<file path="config.mk">
export PLATFORM = sky130hd
export DESIGN_NAME = cap_unit
export DESIGN_NICKNAME = d
export VERILOG_FILES = /design/src/rtl/cap_pkg.sv /design/src/rtl/cap_timebase.sv /design/src/rtl/cap_channel.sv /design/src/rtl/cap_unit.sv
export SDC_FILE = /design/constraint.sdc
export NUM_CORES = 1
export LEC_CHECK = 0
export ABC_AREA = 1
export BUFFER_PORTS_ARGS = -buffer_cell sky130_fd_sc_hd__buf_4
export CORE_ASPECT_RATIO = 1.4
export CORE_MARGIN = 2
export CORE_UTILIZATION = 40
export CTS_BUF_LIST = sky130_fd_sc_hd__clkbuf_16
export DETAILED_ROUTE_END_ITERATION = 12
export SYNTH_ARGS = -nofsm -noshare
export SYNTH_HDL_FRONTEND = slang
export SYNTH_SLANG_ARGS = --single-unit
export TNS_END_PERCENT = 50
</file>
<file path="constraint.sdc">
create_clock -name clk -period 3.4 [get_ports clk]
set_input_delay 0.17 -clock clk [delete_from_list [all_inputs] [get_ports clk]]
set_output_delay 0.17 -clock clk [all_outputs]
set_load 0.005 [all_outputs]
</file>
<file path="src/rtl/cap_pkg.sv">
package cap_pkg;
   typedef enum logic [1:0] {
      EDGE_OFF  = 2'd0,
      EDGE_RISE = 2'd1,
      EDGE_FALL = 2'd2,
      EDGE_ANY  = 2'd3
   } edge_sel_e;

   localparam int ADDR_CAP_BASE  = 'h10;
   localparam int ADDR_EDGE_BASE = 'h30;
   localparam int ADDR_CTRL      = 'h50;
   localparam int ADDR_IE        = 'h54;
   localparam int ADDR_STAT      = 'h58;
   localparam int ADDR_ACK       = 'h5C;
   localparam int REG_STRIDE     = 4;

   localparam int CTRL_PRE_LSB = 4;
   localparam int CTRL_RUN_BIT = 10;
   localparam int FLAG_LSB     = 1;
   localparam int MAX_CH       = 4;
endpackage

</file>
<file path="src/rtl/cap_timebase.sv">
module cap_timebase #(
   parameter int CNT_W = 32,
   parameter int PRE_W = 5
) (
   input  logic             clk,
   input  logic             rst_n,
   input  logic             run,
   input  logic [PRE_W-1:0] pre,
   output logic [CNT_W-1:0] cnt
);
   logic [PRE_W-1:0] div_q;
   logic [CNT_W-1:0] cnt_q;

   always_ff @(posedge clk or negedge rst_n) begin
      if (!rst_n) begin
         div_q <= '0;
         cnt_q <= '0;
      end else if (!run) begin
         div_q <= '0;
      end else if (div_q == pre) begin
         div_q <= '0;
         cnt_q <= cnt_q + 1'b1;
      end else begin
         div_q <= div_q + 1'b1;
      end
   end

   assign cnt = cnt_q;
endmodule

</file>
<file path="src/rtl/cap_channel.sv">
module cap_channel
   import cap_pkg::*;
#(
   parameter int CNT_W       = 32,
   parameter int SYNC_STAGES = 2
) (
   input  logic             clk,
   input  logic             rst_n,
   input  logic             pin,
   input  logic             run,
   input  edge_sel_e        code,
   input  logic [CNT_W-1:0] cnt,
   output logic             ev,
   output logic [CNT_W-1:0] cap
);
   logic [SYNC_STAGES-1:0] sync_q;
   logic                   prev_q;
   logic                   cur;
   logic                   hit;
   logic [CNT_W-1:0]       cap_q;

   always_ff @(posedge clk or negedge rst_n) begin
      if (!rst_n) begin
         sync_q <= '0;
         prev_q <= 1'b0;
      end else begin
         sync_q <= {sync_q[SYNC_STAGES-2:0], pin};
         prev_q <= sync_q[SYNC_STAGES-1];
      end
   end

   assign cur = sync_q[SYNC_STAGES-1];

   always_comb begin
      unique case (code)
         EDGE_RISE: hit = cur & ~prev_q;
         EDGE_FALL: hit = ~cur & prev_q;
         EDGE_ANY:  hit = cur ^ prev_q;
         default:   hit = 1'b0;
      endcase
   end

   assign ev = hit & run;

   always_ff @(posedge clk or negedge rst_n) begin
      if (!rst_n)  cap_q <= '0;
      else if (ev) cap_q <= cnt;
   end

   assign cap = cap_q;
endmodule

</file>
<file path="src/rtl/cap_unit.sv">
module cap_unit
   import cap_pkg::*;
#(
   parameter int NCH         = 4,
   parameter int CNT_W       = 32,
   parameter int PRE_W       = 5,
   parameter int SYNC_STAGES = 2,
   parameter int ADDR_W      = 8,
   parameter int DATA_W      = 32
) (
   input  logic              clk,
   input  logic              rst_n,
   input  logic              bus_wr,
   input  logic [ADDR_W-1:0] bus_addr,
   input  logic [DATA_W-1:0] bus_wdata,
   output logic [DATA_W-1:0] bus_rdata,
   input  logic [NCH-1:0]    sig_in,
   output logic              irq
);
   generate
      if (NCH < 1 || NCH > MAX_CH) begin : g_bad_nch
         $error("cap_unit: NCH out of range");
      end
      if (CNT_W > DATA_W) begin : g_bad_cnt
         $error("cap_unit: CNT_W exceeds DATA_W");
      end
      if (PRE_W < 1 || PRE_W > CTRL_RUN_BIT - CTRL_PRE_LSB) begin : g_bad_pre
         $error("cap_unit: PRE_W overlaps the run bit");
      end
      if (SYNC_STAGES < 2) begin : g_bad_sync
         $error("cap_unit: at least two synchroniser stages");
      end
   endgenerate

   logic [PRE_W-1:0] pre_q;
   logic             run_q;
   logic [NCH-1:0]   ie_q, stat_q, ev_w, ack_w;
   logic [CNT_W-1:0] cnt_w;
   logic [CNT_W-1:0] cap_w [NCH];
   edge_sel_e        code_q [NCH];
   logic [2*NCH-1:0] code_flat;
   logic             wr_ctrl, wr_ie, wr_ack;
   logic             unused_wdata;

   assign unused_wdata = ^bus_wdata;
   assign wr_ctrl = bus_wr && (bus_addr == ADDR_W'(ADDR_CTRL));
   assign wr_ie   = bus_wr && (bus_addr == ADDR_W'(ADDR_IE));
   assign wr_ack  = bus_wr && (bus_addr == ADDR_W'(ADDR_ACK));

   always_ff @(posedge clk or negedge rst_n) begin
      if (!rst_n) begin
         pre_q <= '0;
         run_q <= 1'b0;
         ie_q  <= '0;
      end else begin
         if (wr_ctrl) begin
            pre_q <= bus_wdata[CTRL_PRE_LSB +: PRE_W];
            run_q <= bus_wdata[CTRL_RUN_BIT];
         end
         if (wr_ie) ie_q <= bus_wdata[FLAG_LSB +: NCH];
      end
   end

   cap_timebase #(.CNT_W(CNT_W), .PRE_W(PRE_W)) u_tb (
      .clk(clk), .rst_n(rst_n), .run(run_q), .pre(pre_q), .cnt(cnt_w)
   );

   generate
      for (genvar i = 0; i < NCH; i++) begin : g_ch
         logic wr_edge;
         assign wr_edge = bus_wr &&
            (bus_addr == ADDR_W'(ADDR_EDGE_BASE + REG_STRIDE * i));

         always_ff @(posedge clk or negedge rst_n) begin
            if (!rst_n)       code_q[i] <= EDGE_OFF;
            else if (wr_edge) code_q[i] <= edge_sel_e'(bus_wdata[1:0]);
         end
         assign code_flat[2*i +: 2] = code_q[i];

         cap_channel #(.CNT_W(CNT_W), .SYNC_STAGES(SYNC_STAGES)) u_ch (
            .clk(clk), .rst_n(rst_n), .pin(sig_in[i]), .run(run_q),
            .code(code_q[i]), .cnt(cnt_w), .ev(ev_w[i]), .cap(cap_w[i])
         );
      end
   endgenerate

   // a new capture outranks a simultaneous acknowledge
   assign ack_w = wr_ack ? bus_wdata[FLAG_LSB +: NCH] : '0;

   always_ff @(posedge clk or negedge rst_n) begin
      if (!rst_n) stat_q <= '0;
      else        stat_q <= (stat_q & ~ack_w) | ev_w;
   end

   assign irq = |(stat_q & ie_q);

   always_comb begin
      bus_rdata = '0;
      if (bus_addr == ADDR_W'(ADDR_CTRL)) begin
         bus_rdata[CTRL_PRE_LSB +: PRE_W] = pre_q;
         bus_rdata[CTRL_RUN_BIT]          = run_q;
      end
      if (bus_addr == ADDR_W'(ADDR_IE))   bus_rdata[FLAG_LSB +: NCH] = ie_q;
      if (bus_addr == ADDR_W'(ADDR_STAT)) bus_rdata[FLAG_LSB +: NCH] = stat_q;
      for (int i = 0; i < NCH; i++) begin
         if (bus_addr == ADDR_W'(ADDR_CAP_BASE + REG_STRIDE * i))
            bus_rdata[CNT_W-1:0] = cap_w[i];
         if (bus_addr == ADDR_W'(ADDR_EDGE_BASE + REG_STRIDE * i))
            bus_rdata[1:0] = code_q[i];
      end
   end
endmodule

</file>
# [After elaboration in Yosys (flattened, before gate mapping)]
# Index checks and enable logic that the tools add are counted.
[op_classes] addsub=2 eq_ne=25 mux=19 bitwise_logic=28 n_reduce_logical=9
[ops] operator="2-to-1 mux 32 bit" count=4
[ops] operator="adder 32 x 1 -> 32 bit, second input constant" count=1
[ops] operator="equality test 8 x 5 -> 1 bit, second input constant" count=4
[ops] operator="equality test 8 x 6 -> 1 bit, second input constant" count=4
[ops] operator="equality test 8 x 7 -> 1 bit, second input constant" count=4
[ops] operator="equality test 2 bit, second input constant" count=8
[ops] operator="2-to-1 mux 5 bit" count=3
[ops] operator="bitwise AND 1 bit" count=12
[ops] operator="2-to-1 mux 4 bit" count=3
[ops] operator="one-hot mux 1 bit (3 select lines)" count=4
[ops] operator="bitwise AND 4 bit" count=2
[ops] operator="equality test 2 x 1 -> 1 bit, second input constant" count=4
[ops] operator="2-to-1 mux 2 bit" count=4
[ops] operator="NOT 1 bit" count=8
[ops] operator="logical AND 1 bit" count=7
[ops] operator="adder 5 x 1 -> 5 bit, second input constant" count=1
[ops] operator="equality test 5 bit" count=1
[ops] operator="NOT 4 bit" count=1
[ops] operator="bitwise OR 4 bit" count=1
[ops] operator="OR reduction 4 bit" count=1
[ops] operator="bitwise XOR 1 bit" count=4
[ops] operator="AND reduction 2 bit" count=1
[ops] operator="2-to-1 mux 1 bit" count=1
[word_totals] ff_bits=199 inputBits=47 output_inout_bits=33

# [Logic depth before layout (Yosys ltp)]
# Gate-level depths: netlist (run 1).
[depth] ltp_word=12 mapped_depth=10 mapped_depth_nobuf=9

# [Modules after synthesis]
# Synthesis (run 1) repeated with hierarchy kept, for this count alone.
[hier_totals] hier_cells=1332 area_unflattened_um2=10153.5
[by_module_without_submodules] mod="cap_channel" n_inst=4 cells_each=154 area_per_inst_um2=1403.8
[by_module_without_submodules] mod="cap_timebase" n_inst=1 cells_each=384 area_per_inst_um2=2466.1
[by_module_without_submodules] mod="cap_unit" n_inst=1 cells_each=332 area_per_inst_um2=2072.0

# [Least setup slack after synthesis (run 1)]
# No wires, ideal clock.
[synth_timing] path_kind="register to register" from="register g_ch[2].u_ch.prev_q" to="register g_ch[2].u_ch.cap_q[10]" setup_time_ps=130 arrival_ps=1409 slack_ps=1861 path_stages_with_launch=11 path_cell_list="dfrtp_1 > inv_1 > ha_1 > a21oi_1 > o21ai_0 > nand2_1 > nand2_1 > buf_4 > clkbuf_1 > nand2_1 > o21ai_0"
[synth_via] elab_chain_cells=4
[synth_lines] element="from (decl)" line_no="cap_channel.sv:17" source="logic prev_q;"
[synth_lines] element="from (signal assigned)" line_no="cap_channel.sv:28" source="prev_q <= sync_q[SYNC_STAGES-1];"
[synth_lines] element="NOT 1 bit" line_no="cap_channel.sv:36" source="EDGE_RISE: hit = cur & ~prev_q;"
[synth_lines] element="bitwise AND 1 bit" line_no="cap_channel.sv:36"
[synth_lines] element="one-hot mux 1 bit (3 select lines) (*)" line_no="cap_channel.sv:35" source="unique case (code)"
[synth_lines] element="bitwise AND 1 bit (*)" line_no="cap_channel.sv:43" source="assign ev = hit & run;"
[synth_lines] element="to (signal assigned)" line_no="cap_channel.sv:47" source="else if (ev) cap_q <= cnt;"
[synth_lines] element="to (decl)" line_no="cap_channel.sv:20" source="logic [CNT_W-1:0] cap_q;"
# Mark *: on every way between the ends. The rest lies on a longest branch, timed or not.
# A chain may end at the register's enable or synchronous reset.

# [Worst setup path in the final report (run 1)]
[layout_timing] from="input bus_addr[1]" to="output bus_rdata[27]"
[layout_via] elab_chain_cells=5
[layout_lines] element="from (decl)" line_no="cap_unit.sv:14" source="input logic [ADDR_W-1:0] bus_addr,"
[layout_lines] element="equality test 8 x 5 -> 1 bit" line_no="cap_unit.sv:106" source="if (bus_addr == ADDR_W'(ADDR_CAP_BASE + REG_STRIDE * i))"
[layout_lines] element="2-to-1 mux 32 bit (3 in a row)" line_no="cap_unit.sv:106"
[layout_lines] element="2-to-1 mux 32 bit (*)" line_no="cap_unit.sv:106"
[layout_lines] element="to (decl)" line_no="cap_unit.sv:16" source="output logic [DATA_W-1:0] bus_rdata,"
# Marks and branches as above.

==> results of run 1 <==
## registers in the layout, summed over array words and instances (netlist names)
name              cells
run_q                 1
g_ch.u_ch.cap       128
ie_q                  4
u_tb.cnt             32
pre_q                 5
g_ch.u_ch.prev_q      4
g_ch.u_ch.sync_q      8
stat_q                4
code_flat             8
u_tb.div_q            5
## critical path: cells and delay by family
kind	cells	cell delay, ns
and+or+nand+nor	5	1.28
buffers and inverters	3	0.60
## worst paths after layout
kind                                             startpoint                                to  slack [ns]  cells after the start
min in group asynchronous                             rst_n  g_ch[2].u_ch.cap[28]$_DFFE_PN0P_        0.39                      2
setup reg to reg              g_ch[3].u_ch.prev_q$_DFF_PN0_  g_ch[3].u_ch.cap[15]$_DFFE_PN0P_        1.23                      9
hold reg to reg            g_ch[1].u_ch.sync_q[0]$_DFF_PN0_  g_ch[1].u_ch.sync_q[1]$_DFF_PN0_        0.35                      0
setup / recovery                                bus_addr[1]                     bus_rdata[27]        1.17                      8
max in group asynchronous                             rst_n     g_ch[0].u_ch.prev_q$_DFF_PN0_        2.17                      3
hold / removal                                 bus_wdata[3]               ie_q[2]$_DFFE_PN0P_        0.02                      3
## stage by stage
stage / setup slack [ns] / cell area (sq um) / util
floorplan: 1.86 / 9200 / -
global placement: 1.21 / 9940 / 0.440
detailed placement: 1.21 / 9940 / 0.440
CTS: 1.19 / 10600 / 0.468
global route: 0.965 / 10600 / 0.468
finish: 1.17 / 10600 / 0.468
## per-layer routing
layer	GRT usage	routed length, um	share of wire
met5	0	0	0
met4	0.0555	325	0.015
met3	0.0289	590	0.027
met2	0.347	11400	0.51
met1	0.244	9860	0.44
## what timing repair did
| item | 4_1_cts | 5_1_grt |
|---|---|---|
| buffers inserted | 0 | 0 |
| hold endpoints to repair | 109 | 0 |
| hold buffers | 10 | 0 |
## cells in the final DEF (no fill, tap or decap), types with 5 or more instances in the layout
cell type / netlist / layout
nor2_1: 52 / 52
nor2_4: 5 / 5
inv_1: 62 / 64
ha_1: 10 / 10
nand2_2: 4 / 8
nor3_1: 17 / 17
a21oi_1: 13 / 13
nand3_1: 24 / 24
o21ai_0: 153 / 153
clkbuf_16: 0 / 17
o21ai_1: 21 / 21
nand2_1: 379 / 375
dfrtp_1: 199 / 199
nand4_1: 31 / 31
buf_4: 5 / 68
xor2_1: 36 / 36
dlygate4sd3_1: 0 / 10
inv_2: 15 / 15
## final cells by class
type,count,area (sq um),area share
inverters,77,289,0.0273
repair buffers,81,664,0.0628
flip-flops and latches,199,4980,0.471
multi-input cells,772,3730,0.353
well taps,301,377,0.0356
clock buffers,17,425,0.0402
clock inverters,15,114,0.0108
## synth_stat cells (2+ instances only)
cell type and instances:
a221oi_1 2, nand2_2 4, nand4_1 31, buf_2 21
o21ai_0 153, nor2_1 52, nor3_2 4, buf_4 5
a21oi_1 13, nand2_1 379, nor3_1 17, xnor2_1 2
inv_1 62, xor2_1 36, dfrtp_1 199, nor2_4 5
ha_1 10, a41oi_1 3, mux2_1 3, nand3_1 24
nor2_2 4, clkbuf_1 18, o22ai_1 2, o21ai_1 21
inv_2 15
## report_power, final
part / switching [W] / total [W] / internal [W] / leakage [nW]
clock: 0.000899 / 0.00190 / 0.000998 / 0.258
combinational: 0.000317 / 0.000474 / 0.000157 / 1.76
sequential: 0.0000926 / 0.00258 / 0.00249 / 2.70
## cell families (layout without fill, tap and decap cells)
kind of cell	count (synthesis)	in the layout	share of synthesized area
buffers and inverters	122	190	0.0546
AO/OA/AOI/OAI	196	196	0.110
flip-flops	199	199	0.541
adder cells (fa/ha/maj)	10	10	0.0136
XOR/XNOR	38	38	0.0362
multiplexers	3	3	0.00367
AND/OR/NAND/NOR	525	525	0.241
==> results.toml, run 1 <==
[die]
die_y_um = 183
pin_count = 80
coreArea_sq_um = 22600
rows = 65
start_util = 0.407
die_w_um = 132
dieArea_sq_um = 24300

[worst_setup_path]
critical_path.slowest_cell = "nor2_2"
path_cells = "buf_4 -> nor2_1 -> nand3_1 -> nor2_2 -> buf_4 -> nand2_1 -> nand4_1 -> buf_4"
path_max_fanout = 13
crit_arrival_ns = 2.06
critPathRequiredTime_ns = 3.23
cp-start-kind = "input port"
critPathCaptureType = "output pin"
crit_top_cell = "buf_4"
max_stage_delay_ns = 0.70
worstSetupPathType = "in2out"

[synthesis]
yosysWarnings = 0
synth-main-ff-cell = "dfrtp_1"
syn_area_sq_um = 9200
async_flop_share = 1.00
ys_top_cells_by_area = "dfrtp_1, nand2_1, o21ai_0"
yosysUniqueCellTypes = 33
ys_seq_area_frac = 0.541
yosysTopAreaCellShare = 0.541
synth-seq-cells = 199
synth_edf_count = 0
post-synth-top-area-cell = "dfrtp_1"
syn_inst = 1093
syn_area_per_cell_sq_um = 8.42
syn_nets = 1150

[worst_hold_path]
hold_class = "in2reg"

[detailed_routing]
wire_per_inst_um = 15.2
routed_via_density = 4.94
ant_nets = 0
wl_mm = 22.2
drc = 0
vias = 7215
dr.pass1.iters = 5
drtIter0Drc = 463

[layout]
antenna_cells = 0
fill_cells = 2298
nets = 1205
stdcell_count = 1462
syn2layout_area_growth_pct = 15.0
drive_gt1_frac = 0.118

[run]
maxCapViolations = 0

[clock_tree]
root_buffer = "clkbuf_16"
post_cts_resized = 0
cts.sinks = 199
htreeDepth = 4
cts_tree = "built"
cts_made_buffers = 17
clkTransAtPathRegs_ns = 0.07
cts_buffer_depth = 2
insertion_delay_ns = 0.44

[placed_design]
port_buffers = 57
place.detailed.hpwl_mm = 15.1
place_inst = 1420
place_congestion = 0.912

[power]
cellLeakagePower_nw = 4.72
peakVddDrop_v = 0.000349
power.density_nw_per_um2 = 468
power_w = 0.00495

[sta]
report.final.hold_viol_count = 0
rsz0062_at_grt = "no"
tns_ns = 0
holdWs_ns = 0.0179
min_period_over_period = 0.655
fin_crit_ns = 2.23
relSlewSlack = 0.248
worst_slew_pin_slew_ns = 1.12
setup_viol = 0
max_freq_mhz = 449
drv_slew = 0
skew_ns = 0.00871

[global_route]
grt_pass1_wl_mm = 37.5
antenna_found_initial = 0
track_usage = 0.194
grt_pass1_vias = 7270
overflow = 0
grt_start_max_net_pins = 104

[run_status]
status = "complete, no violations"
No activity file was read; power rests on OpenSTA's default activity.
==> inputs of run 2 (changes only) <==
Settings changed: ABC_AREA 1 to 0.
Clock period 3.4 ns to 1.9 ns, I/O delays scaled along.
==> results.toml, run 2 <==
[layout]
nets = 887
largest_register_ffs = 128
layout_common_cells = "dfrtp_1, mux2_2, buf_4"
syn2layout_area_growth_pct = 25.0
final_common_cell = "dfrtp_1"
stdcell_count = 1143
final_util = 0.510
drive_gt1_frac = 0.423
antenna_cells = 0

[global_route]
antenna_found_initial = 0
met1_usage = 0.218
overflow = 0
grt_pass1_wl_mm = 35.1
grt_pass1_vias = 6642
track_usage = 0.186
grtUsageMet2 = 0.341
grt_start_max_net_pins = 68
top_usage_layer = "met2"
gr-usage-met3 = 0.0328

[placed_design]
place.detailed.hpwl_mm = 15.1
place_congestion = 0.820
place_inst = 1087
port_buffers = 57
pre_cts_ws_ns = -0.0403

[clock_tree]
cts.sinks = 199
insertion_delay_ns = 0.43
root_buffer = "clkbuf_16"
htreeDepth = 4
cts_made_buffers = 17
clkTransAtPathRegs_ns = 0.07
cts_tree = "built"
cts_buffer_depth = 2

[worst_setup_path]
cp-start-kind = "flip-flop"
max_stage_delay_ns = 0.39
worstSetupPathType = "reg2reg"
critPathRequiredTime_ns = 2.21
path_cells = "ha_1 -> mux2i_1 -> a21oi_2 -> nor2b_4 -> buf_12 -> buf_12 -> mux2_2"
critical_path.slowest_cell = "dfrtp_1"
crit_arrival_ns = 2.18
critical_path.top_delay_family = "multiplexers"
crit_buf_inv = 2
path_max_fanout = 6
crit_top_cell = "buf_12"
critPathCaptureType = "flip-flop"

[synthesis]
syn_area_sq_um = 9200
syn_inst = 708
synth-seq-cells = 199
yosysUniqueCellTypes = 47
syn_area_per_cell_sq_um = 13.0
synth_commonest_cells = "dfrtp_1, mux2_2, nor2_1"
post-synth-top-area-cell = "dfrtp_1"
synth-main-ff-cell = "dfrtp_1"
async_flop_share = 1.00
synth_most_common_cell = "dfrtp_1"
yosysWarnings = 0
synth_edf_count = 0
ys_seq_area_frac = 0.541
syn_nets = 765
ys_top_cells_by_area = "dfrtp_1, mux2_2, mux4_2"
yosysTopAreaCellShare = 0.541

[power]
cellLeakagePower_nw = 5.66
power.share.clock = 0.404
sw_frac_of_total = 0.235
p_comb_frac = 0.071
p_int_w = 0.00634
p_seq_frac = 0.525
peakVddDrop_v = 0.000573
power.density_nw_per_um2 = 721
switching_power_w = 0.00195

[die]
rows = 65
coreArea_sq_um = 22500
die_w_um = 132
start_util = 0.408
die_y_um = 183
dieArea_sq_um = 24200
pin_count = 80

[sta]
drv_slew = 0
rsz0062_at_grt = "yes"
holdWs_ns = 0.201
tns_ns = 0
relSlewSlack = 0.595
fin_crit_ns = 1.87
min_period_over_period = 0.984
setup_viol = 0
report.final.hold_viol_count = 0
max_freq_mhz = 535
skew_ns = 0.00817
worst_slew_pin_slew_ns = 0.607
worst_slack_ns = 0.0304

[detailed_routing]
dr.pass1.iters = 4
drtIter0Drc = 409
drc = 0
wl_mm = 22.5
wire_per_inst_um = 19.6
routed_via_density = 5.37
vias = 6137
ant_nets = 0

[worst_hold_path]
hold_class = "in2reg"

[run]
maxCapViolations = 0

[run_status]
status = "complete, no violations"
## run 2: cell types whose count changed in the layout (fill, tap and decap cells not counted), sizes merged, moves of 9 or more
cell and delta:
o22ai +9, and3 +32, nand2 -352, mux4 +22, inv -64, o21ai -169
xor2 -20, nor2 -21, nor3 -12, buf +53, xnor2 +21, nand4 -17
mux2 +150
## run 2: final timing paths
kind	from	end	slack (ns)	cells after the start
min in group asynchronous	rst_n	g_ch[3].u_ch.cap[15]$_DFFE_PN0P_	0.22	2
worst max-delay path	g_ch[2].u_ch.sync_q[1]$_DFF_PN0_	g_ch[2].u_ch.cap[29]$_DFFE_PN0P_	0.03	7
worst max register to register	g_ch[2].u_ch.sync_q[1]$_DFF_PN0_	g_ch[2].u_ch.cap[29]$_DFFE_PN0P_	0.03	7
worst min-delay path	bus_wr	stat_q[2]$_DFF_PN0_	0.20	4
max in group asynchronous	rst_n	g_ch[1].u_ch.cap[10]$_DFFE_PN0P_	1.02	3
worst min register to register	g_ch[1].u_ch.sync_q[0]$_DFF_PN0_	g_ch[1].u_ch.sync_q[1]$_DFF_PN0_	0.35	0
## run 2: logic make-up after synthesis
family          synth area share
flops                      0.541
mux                        0.248
simple gates              0.0981
buf+inv                   0.0258
compound gates            0.0362
xor+xnor                  0.0371
fa+ha+maj                 0.0136
## run 2: timing repair
| item | 4_1_cts | 5_1_grt |
|---|---|---|
| setup buffers | 1 | 4 |
| hold endpoints to repair | 86 | 0 |
| hold buffers | 15 | 0 |
| gates cloned | 0 | 5 |
| gates resized for setup | 1 | 44 |
| setup endpoints to repair | 27 | 126 |
| pin swaps | 0 | 12 |
## run 2: final cells by class
cell class | instances | area (sq um)
repair buffers | 144 | 1390
clock inverters | 14 | 110
flip-flops and latches | 199 | 4980
multi-input cells | 454 | 4170
well taps | 301 | 377
fillers | 1939 | 11000
clock buffers | 17 | 425
inverters | 14 | 52.6
## run 2: power by group through the flow
stage / Clock (W) / Combinational (W) / Sequential, W
after floorplan: 0 / 0.000207 / 0.00443
final: 0.00335 / 0.000586 / 0.00435
after CTS: 0.00345 / 0.000583 / 0.00435
after global routing: 0.00363 / 0.000645 / 0.00436
after global placement: 0 / 0.000537 / 0.00443
after detailed placement: 0 / 0.000553 / 0.00443
## run 2: per-stage QoR
stage | total power (W) | cell area [sq um]
5_1_grt | 0.00863 | 11500
3_3_place_gp | 0.00497 | 10500
2_1_floorplan | 0.00464 | 9200
6_report | 0.00829 | 11500
3_5_place_dp | 0.00499 | 10500
4_1_cts | 0.00838 | 11200
## run 2: per-layer routing
metal,wire length [um],up-vias
met1,9290,3229
met3,632,33
met5,0,-
li1,-,2779
met2,12100,96
met4,463,0
## run 2: worst reg2reg max path: cells and delay by family, from the launching register on
kind	cells	cell delay (ns)
muxes	2	0.51
DFF	1	0.39
buffers and inverters	2	0.30
adders and majority gates	1	0.29
and+or+nand+nor	1	0.14
AOI/OAI and AO/OA	1	0.12
